**src/rtl/sinc3_decim.sv**
```systemverilog
module sinc3_decim #(
  parameter int MIN_LOG = 5,
  parameter int NSEL    = 5,
  parameter int OUT_W   = 16
) (
  input  logic                         clk,
  input  logic                         rst_n,
  input  logic                         bit_in,
  input  logic [2:0]                   rate_sel,
  output logic [3*(MIN_LOG+NSEL-1)-1:0] out_full,
  output logic [OUT_W-1:0]             out_top,
  output logic                         out_valid
);
  localparam int MAX_LOG = MIN_LOG + NSEL - 1;
  localparam int FULL_W  = 3 * MAX_LOG;
  localparam int ACC_W   = FULL_W + 1;
  localparam int CNT_W   = MAX_LOG;

  logic [2:0]       sel_q, sel_eff;
  logic [3:0]       k_log;
  logic [4:0]       n_w;
  logic [CNT_W-1:0] cnt, ratio_m1;
  logic [1:0]       settle;
  logic [ACC_W-1:0] i1, i2, i3, d1, d2, d3, c1, c2, c3, lim, clip;
  logic             wrap, chg;

  assign sel_eff  = (rate_sel > 3'(NSEL-1)) ? 3'(NSEL-1) : rate_sel;
  assign chg      = (sel_eff != sel_q);
  assign k_log    = 4'(MIN_LOG) + {1'b0, sel_q};
  assign n_w      = {1'b0, k_log} + {k_log, 1'b0};
  assign ratio_m1 = {CNT_W{1'b1}} >> (MAX_LOG - int'(k_log));
  assign wrap     = (cnt == ratio_m1);
  assign lim      = {ACC_W{1'b1}} >> (ACC_W - int'(n_w));

  assign c1   = i3 - d1;
  assign c2   = c1 - d2;
  assign c3   = c2 - d3;
  assign clip = (c3 > lim) ? lim : c3;

  assign out_top = (int'(n_w) >= OUT_W) ? OUT_W'(out_full >> (int'(n_w) - OUT_W))
                                        : OUT_W'(out_full << (OUT_W - int'(n_w)));

  always_ff @(posedge clk) begin
    if (!rst_n || chg) begin
      sel_q     <= sel_eff;
      i1        <= '0;
      i2        <= '0;
      i3        <= '0;
      d1        <= '0;
      d2        <= '0;
      d3        <= '0;
      cnt       <= '0;
      settle    <= '0;
      out_full  <= '0;
      out_valid <= 1'b0;
    end else begin
      i1        <= i1 + ACC_W'(bit_in);
      i2        <= i2 + i1;
      i3        <= i3 + i2;
      cnt       <= wrap ? '0 : cnt + 1'b1;
      out_valid <= wrap && (settle == 2'd2);
      if (wrap) begin
        d1       <= i3;
        d2       <= c1;
        d3       <= c2;
        settle   <= (settle == 2'd2) ? 2'd2 : settle + 2'd1;
        out_full <= clip[FULL_W-1:0];
      end
    end
  end


  valid_gap_chk: assert property (@(posedge clk) disable iff (!rst_n)
    out_valid |=> !out_valid);


  valid_phase_chk: assert property (@(posedge clk) disable iff (!rst_n)
    out_valid |-> (cnt == '0));


  cnt_range_chk: assert property (@(posedge clk) disable iff (!rst_n)
    cnt <= ratio_m1);


  full_range_chk: assert property (@(posedge clk) disable iff (!rst_n)
    (out_full >> n_w) == '0);


  restart_chk: assert property (@(posedge clk) disable iff (!rst_n)
    chg |=> (!out_valid && cnt == '0));


  reset_clear_chk: assert property (@(posedge clk)
    !rst_n |=> (!out_valid && out_full == '0));
endmodule

```
**config.mk**
```make
export PLATFORM = sky130hd
export DESIGN_NAME = sinc3_decim
export DESIGN_NICKNAME = d
export VERILOG_FILES = /design/src/rtl/sinc3_decim.sv
export SDC_FILE = /design/constraint.sdc
export NUM_CORES = 1
export LEC_CHECK = 0
export ABC_AREA = 1
export BUFFER_PORTS_ARGS = -buffer_cell sky130_fd_sc_hd__buf_4
export CAP_MARGIN = 20
export CORE_ASPECT_RATIO = 1.5
export CORE_UTILIZATION = 55
export DETAILED_ROUTE_END_ITERATION = 8
export PLACE_DENSITY = 0.7
export SLEW_MARGIN = 10
export SYNTH_ARGS = -nofsm -noshare
export SYNTH_HDL_FRONTEND = slang
export SYNTH_SLANG_ARGS = --single-unit
```
**constraint.sdc**
```tcl
create_clock -name clk -period 10 [get_ports clk]
set_input_delay 0.5 -clock clk [delete_from_list [all_inputs] [get_ports clk]]
set_output_delay 0.5 -clock clk [all_outputs]
set_load 0.01 [all_outputs]
```
# Yosys cells after proc, flatten, opt, wreduce, memory -nomap -nowiden
# Index checks and enable logic that the tools add are counted.
[totals] regBits=210 out_inout_bits=44 word_cells=43
[classes] add_sub_neg=14 magnitude_cmp=3 eq_ne=3 shifts=4 n_mux=4 n_reduce_logical=4
[op_table] cell="28-bit subtractor" n=3
[op_table] cell="28-bit adder" n=2
[op_table] cell="27-bit by 32-bit << shifter with 16-bit output" n=1
[op_table] cell="27-bit by 32-bit >> shifter with 16-bit output" n=1
[op_table] cell="28-bit by 32-bit >> shifter with 28-bit output, first input constant" n=1
[op_table] cell="9-bit by 32-bit >> shifter with 9-bit output, first input constant" n=1
[op_table] cell="28-bit by 1-bit adder with 28-bit output" n=1
[op_table] cell="28-bit greater-than comparator" n=1
[op_table] cell="27-bit two-way mux" n=1
[op_table] cell="16-bit two-way mux" n=1
[op_table] cell="5-bit by 5-bit subtractor with 6-bit output, first input constant" n=2
[op_table] cell="9-bit by 1-bit adder with 9-bit output, second input constant" n=1
[op_table] cell="9-bit equality test" n=1
[op_table] cell="5-bit by 5-bit subtractor with 6-bit output, second input constant" n=1
[op_table] cell="4-bit by 5-bit adder with 5-bit output" n=1
[op_table] cell="5-bit greater-or-equal comparator, second input constant" n=1
[op_table] cell="4-bit by 4-bit subtractor with 5-bit output, first input constant" n=1
[op_table] cell="3-bit by 3-bit adder with 4-bit output, first input constant" n=1
[op_table] cell="3-bit greater-than comparator, second input constant" n=1
[op_table] cell="3-bit two-way mux" n=1
[op_table] cell="3-bit != test" n=1
[op_table] cell="2-bit by 1-bit adder with 2-bit output, second input constant" n=1
[op_table] cell="2-bit equality test, second input constant" n=1
[op_table] cell="2-bit two-way mux" n=1
[op_table] cell="other kinds (4)" n=4

# Logic depth before layout (Yosys ltp)
[logic_depth] depth_word=6 mapped_depth=44

# Worst setup path before layout
# OpenSTA, ideal clock, no wires.
[synth_path] path_kind="register -> register" startpoint="register i3[0]" endpoint="register out_full[0]" setup_ns=0.113 arrival_time_ns=5.792 required_time_ns=9.887 path_slack_ns=4.094 path_stages_with_launch=37 path_buffers=2 cell_sequence="dfxtp_1 -> inv_1 -> ha_1 -> fa_1 -> o21ai_0 -> a21oi_1 -> o21bai_1 -> xor2_1 -> ha_1 -> nand2_1 -> nor3_1 -> nand3_1 -> o211ai_1 -> a21oi_1 -> xnor2_1 -> ha_1 -> nand2_1 -> nor2_1 -> inv_1 -> nor4_1 -> nand3_1 -> nand3_1 -> nand2_1 -> ha_1 -> nand2_1 -> nor2_1 -> nand3_1 -> nor3_1 -> nand2_1 -> nand2_1 -> nand2_1 -> inv_1 -> clkbuf_1 -> clkbuf_1 -> nand2_1 -> nand3_1 -> nand2_1"
[synth_between] elab_chain_len=5
[synth_lines] item="start, declared" line="24" rtl="logic [ACC_W-1:0] i1, i2, i3, d1, d2, d3, c1, c2, c3, lim, clip;"
[synth_lines] item="start signal, assigned" line="59" rtl="i3 <= i3 + i2;"
[synth_lines] item="28-bit subtractor" line="35" rtl="assign c1 = i3 - d1;"
[synth_lines] item="via c1[16]" line="24"
[synth_lines] item="28-bit subtractor" line="36" rtl="assign c2 = c1 - d2;"
[synth_lines] item="via c2[21]" line="24"
[synth_lines] item="28-bit subtractor" line="37" rtl="assign c3 = c2 - d3;"
[synth_lines] item="28-bit greater-than comparator" line="38" rtl="assign clip = (c3 > lim) ? lim : c3;"
[synth_lines] item="27-bit two-way mux" line="38"
[synth_lines] item="end signal, assigned" line="67" rtl="out_full <= clip[FULL_W-1:0];"
[synth_lines] item="end, declared" line="10" rtl="output logic [3*(MIN_LOG+NSEL-1)-1:0] out_full,"
# The timed path passes the listed nets, and every way through them passes these cells.
# A chain may end at the register's enable or synchronous reset.

# Final worst setup path
[layout_path] startpoint="register sel_q[0]" endpoint="register out_full[2]"
[layout_between] elab_chain_len=6 word_cells_on_any_way=11 cone_classes="add/sub (4); order compare (1); eq/ne (2); shift (2); mux (1); reduce/logical (1)"
[layout_lines] item="start, declared" line="19" rtl="logic [2:0] sel_q, sel_eff;"
[layout_lines] item="start signal, assigned" line="45" rtl="sel_q <= sel_eff;"
[layout_lines] item="3-bit by 3-bit adder with 4-bit output" line="29" rtl="assign k_log = 4'(MIN_LOG) + {1'b0, sel_q};"
[layout_lines] item="4-bit by 5-bit adder with 5-bit output" line="30" rtl="assign n_w = {1'b0, k_log} + {k_log, 1'b0};"
[layout_lines] item="5-bit by 5-bit subtractor with 6-bit output" line="33" rtl="assign lim = {ACC_W{1'b1}} >> (ACC_W - int'(n_w));"
[layout_lines] item="28-bit by 32-bit >> shifter with 28-bit output" line="33"
[layout_lines] item="28-bit greater-than comparator" line="38"
[layout_lines] item="27-bit two-way mux" line="38"
# Several ways; a longest one is shown, not always the timed one.

==> flow_metrics.py <==
metrics = {
    "pwr": {
        "pwr-share-comb_pct": 32.9,
        "p_per_area_nw_per_um2": 132.4,
        "intPower_w": 0.001617,
        "vdd_drop_max_mv": 0.1389,
        "switching_power_w": 0.0009496,
        "leakagePower_nw": 9.311,
        "clkPwrFrac_pct": 34.1,
        "swShare_pct": 36.99,
        "seq_power_share_pct": 33.1,
    },
    "cts": {
        "cts.sinks": 210,
        "path_clk_slew_ns": 0.06,
        "postCtsSetupBuffers": 0,
        "cts-resized-gates": 0,
        "cts_root_buf": "clkbuf_16",
        "insertion_delay_ns": 0.54,
        "cts_max_level": 1,
        "cts_made_buffers": 23,
        "cts_buffer_depth": 3,
        "cts_tree": "yes",
        "hold_buffers": 0,
    },
    "synthesis": {
        "ys_seq_area_share_pct": 23.61,
        "synth_area_leaders": "dfxtp_1, nand2_1, ha_1, nand3_1, inv_1",
        "synth_fp_nets": 3065,
        "synth_top_area_cell": "dfxtp_1",
        "ys_dominant_reg_cell": "dfxtp_1",
        "synth_seq_cells": 210,
        "syn_avg_cell_area_sq_um": 6.230,
        "synth-edff-count": 3,
        "syn-cell-area_sq_um": 17940,
        "yosysTopAreaCellShare_pct": 23.10,
        "netlist_instances": 2879,
        "synth_cell_types": 45,
        "yosysWarnings": 0,
        "synthArstFlopShare_pct": 0,
    },
    "die": {
        "dieHeight_um": 223.2,
        "die_w_um": 149.4,
        "io_pins": 50,
        "core-area_sq_um": 31930,
        "rows": 80,
        "initial_utilization_pct": 56.17,
        "die-area_sq_um": 33350,
    },
    "cells_and_area": {
        "layout_common_cells": "nand2_1, inv_1, nor2_1",
        "nNetsFinal": 3075,
        "seq_area_sq_um": 4234,
        "fillCellCount": 3207,
        "syn_to_final_growth_pct": 8.099,
        "mostFrequentLayoutCell": "nand2_1",
        "antenna_cells": 0,
        "multi_input_area_sq_um": 12080,
        "fin_util_pct": 60.72,
        "drive_above_1_share_pct": 4.096,
    },
    "timing": {
        "finalSetupViolCount": 0,
        "period_share_pct": 80.41,
        "slew_violations": 0,
        "hold_viol_final": 0,
        "max_freq_ghz": 0.1244,
        "clock_skew_ns": 0.02015,
        "period_minus_slack_ns": 8.041,
        "worst_slew_pin_slew_ns": 0.9925,
        "relSlewSlack_pct": 33.67,
        "rsz0062_at_grt": "no",
        "finalSetupTns_ns": 0,
    },
    "global_route": {
        "antenna_found_initial": 0,
        "grtUsageTotal_pct": 34.55,
        "grt_pass1_wl_um": 91790,
        "grt_pass1_vias": 18480,
        "grt-ovfl-total": 0,
        "grt_max_degree": 85,
    },
    "worst_setup_path": {
        "slowest_delay_ns": 0.70,
        "start_kind": "flop",
        "worstPathArrival_ns": 8.47,
        "crit_type": "reg2reg",
        "worstPathMaxFanout": 42,
        "worstPathRequired_ns": 10.43,
        "critPathSlowestCell": "clkinv_1",
        "cp_common_cell": "nand2_1",
        "end_kind": "flop",
    },
    "flow_run": {
        "drv_cap": 0,
    },
    "placement": {
        "portBuffers": 49,
        "dp_hpwl_um": 45890,
        "gp_congestion": 0.9885,
    },
    "hold_path": {
        "hold_class": "in2reg",
    },
    "detailed_routing": {
        "routed-via-count": 19090,
        "post-route-drc-count": 0,
        "ant_nets": 0,
        "routed_wl_um": 57780,
        "via_per_inst": 5.759,
        "dr.pass1.iters": 6,
        "drt_iter0_drc": 1255,
        "avgRoutedWirePerCell_um": 17.43,
    },
    "status": {
        "status": "completed",
    },
}
==> layer usage <==
| layer | up-vias | part of all wire [%] | track usage (%) |
|---|---|---|---|
| li1 | 9592 | - | - |
| met1 | 8760 | 37 | 35.16 |
| met4 | 0 | 6.6 | 21.43 |
| met2 | 547 | 52 | 65.55 |
| met3 | 193 | 4.4 | 3.947 |
| met5 | - | 0 | 0 |
==> state kept, by name (all words and copies together), names as in the netlist <==
name / flops
d1: 28
d2: 28
d3: 28
i1: 28
i2: 28
i3: 28
out_full: 27
cnt: 9
sel_q: 3
settle: 2
out_valid: 1
==> worst paths after layout <==
check	from	end	slack, ns	cells after the start
max	sel_q[0]	out_full[2]	1.96	28
min	rate_sel[2]	sel_q[2]	0.17	1
max reg2reg	sel_q[0]	out_full[2]	1.96	28
min reg2reg	d1[16]	d1[16]	0.47	2
==> worst max-delay path, delay by kind of cell, from the launching register on <==
family	cells	cell delay, ns
compound gates	4	0.80
fa+ha+maj	3	1.08
buf+inv	9	2.92
simple gates	12	2.70
flops	1	0.40
==> power by group through the flow <==
stage               logic, W  clock network [W]  registers (W)
floorplan           0.000575                  0       0.000866
global placement    0.000820                  0       0.000868
detailed placement  0.000825                  0       0.000868
CTS                 0.000827           0.000890       0.000849
global route        0.000937           0.000921       0.000849
finish              0.000843           0.000874       0.000849
==> metrics by stage <==
stage	cells	total power, W	worst slack (ns)	hold WS (ns)	instance area (sq um)
finish	3315	0.002567	1.959	0.1746	19390
global route	3315	0.002707	1.317	0.1664	19390
CTS	3314	0.002567	1.849	0.1597	19360
detailed placement	3273	0.001693	1.830	0.4590	18600
global placement	3272	0.001688	1.873	0.4549	18580
floorplan	2879	0.001441	4.094	0.4433	17940
==> cell type report <==
cell class | instances | area share [%]
clock inverter | 12 | 0.7228
sequential | 210 | 21.84
tap | 410 | 2.646
multi-input combinational | 2245 | 62.32
clock buffer | 29 | 3.188
timing repair buffer | 62 | 2.568
inverter | 347 | 6.718
==> cell families (layout without fill, tap and decap cells) <==
logic type	count (synthesis)	count (layout)	share of synthesized area, %
AO/OA/AOI/OAI	611	611	18.24
XOR/XNOR	88	88	4.339
adder cells (fa/ha/maj)	180	180	12.77
buffers and inverters	424	450	9.069
flip-flops	210	210	23.61
AND/OR/NAND/NOR	1366	1366	31.98
==> synth_stat cells (all sizes together) (14+ instances only) <==
cell and instances:
nand2 683, inv 341, nor2 297, o21ai 294, nand3 281, a21oi 233, dfxtp 207, ha 175
clkbuf 62, xor2 57, nand4 41, xnor2 31, nor3 27, o21a 16, buf 15, o21bai 14
Note: power is estimated with default switching activity, not from simulation.
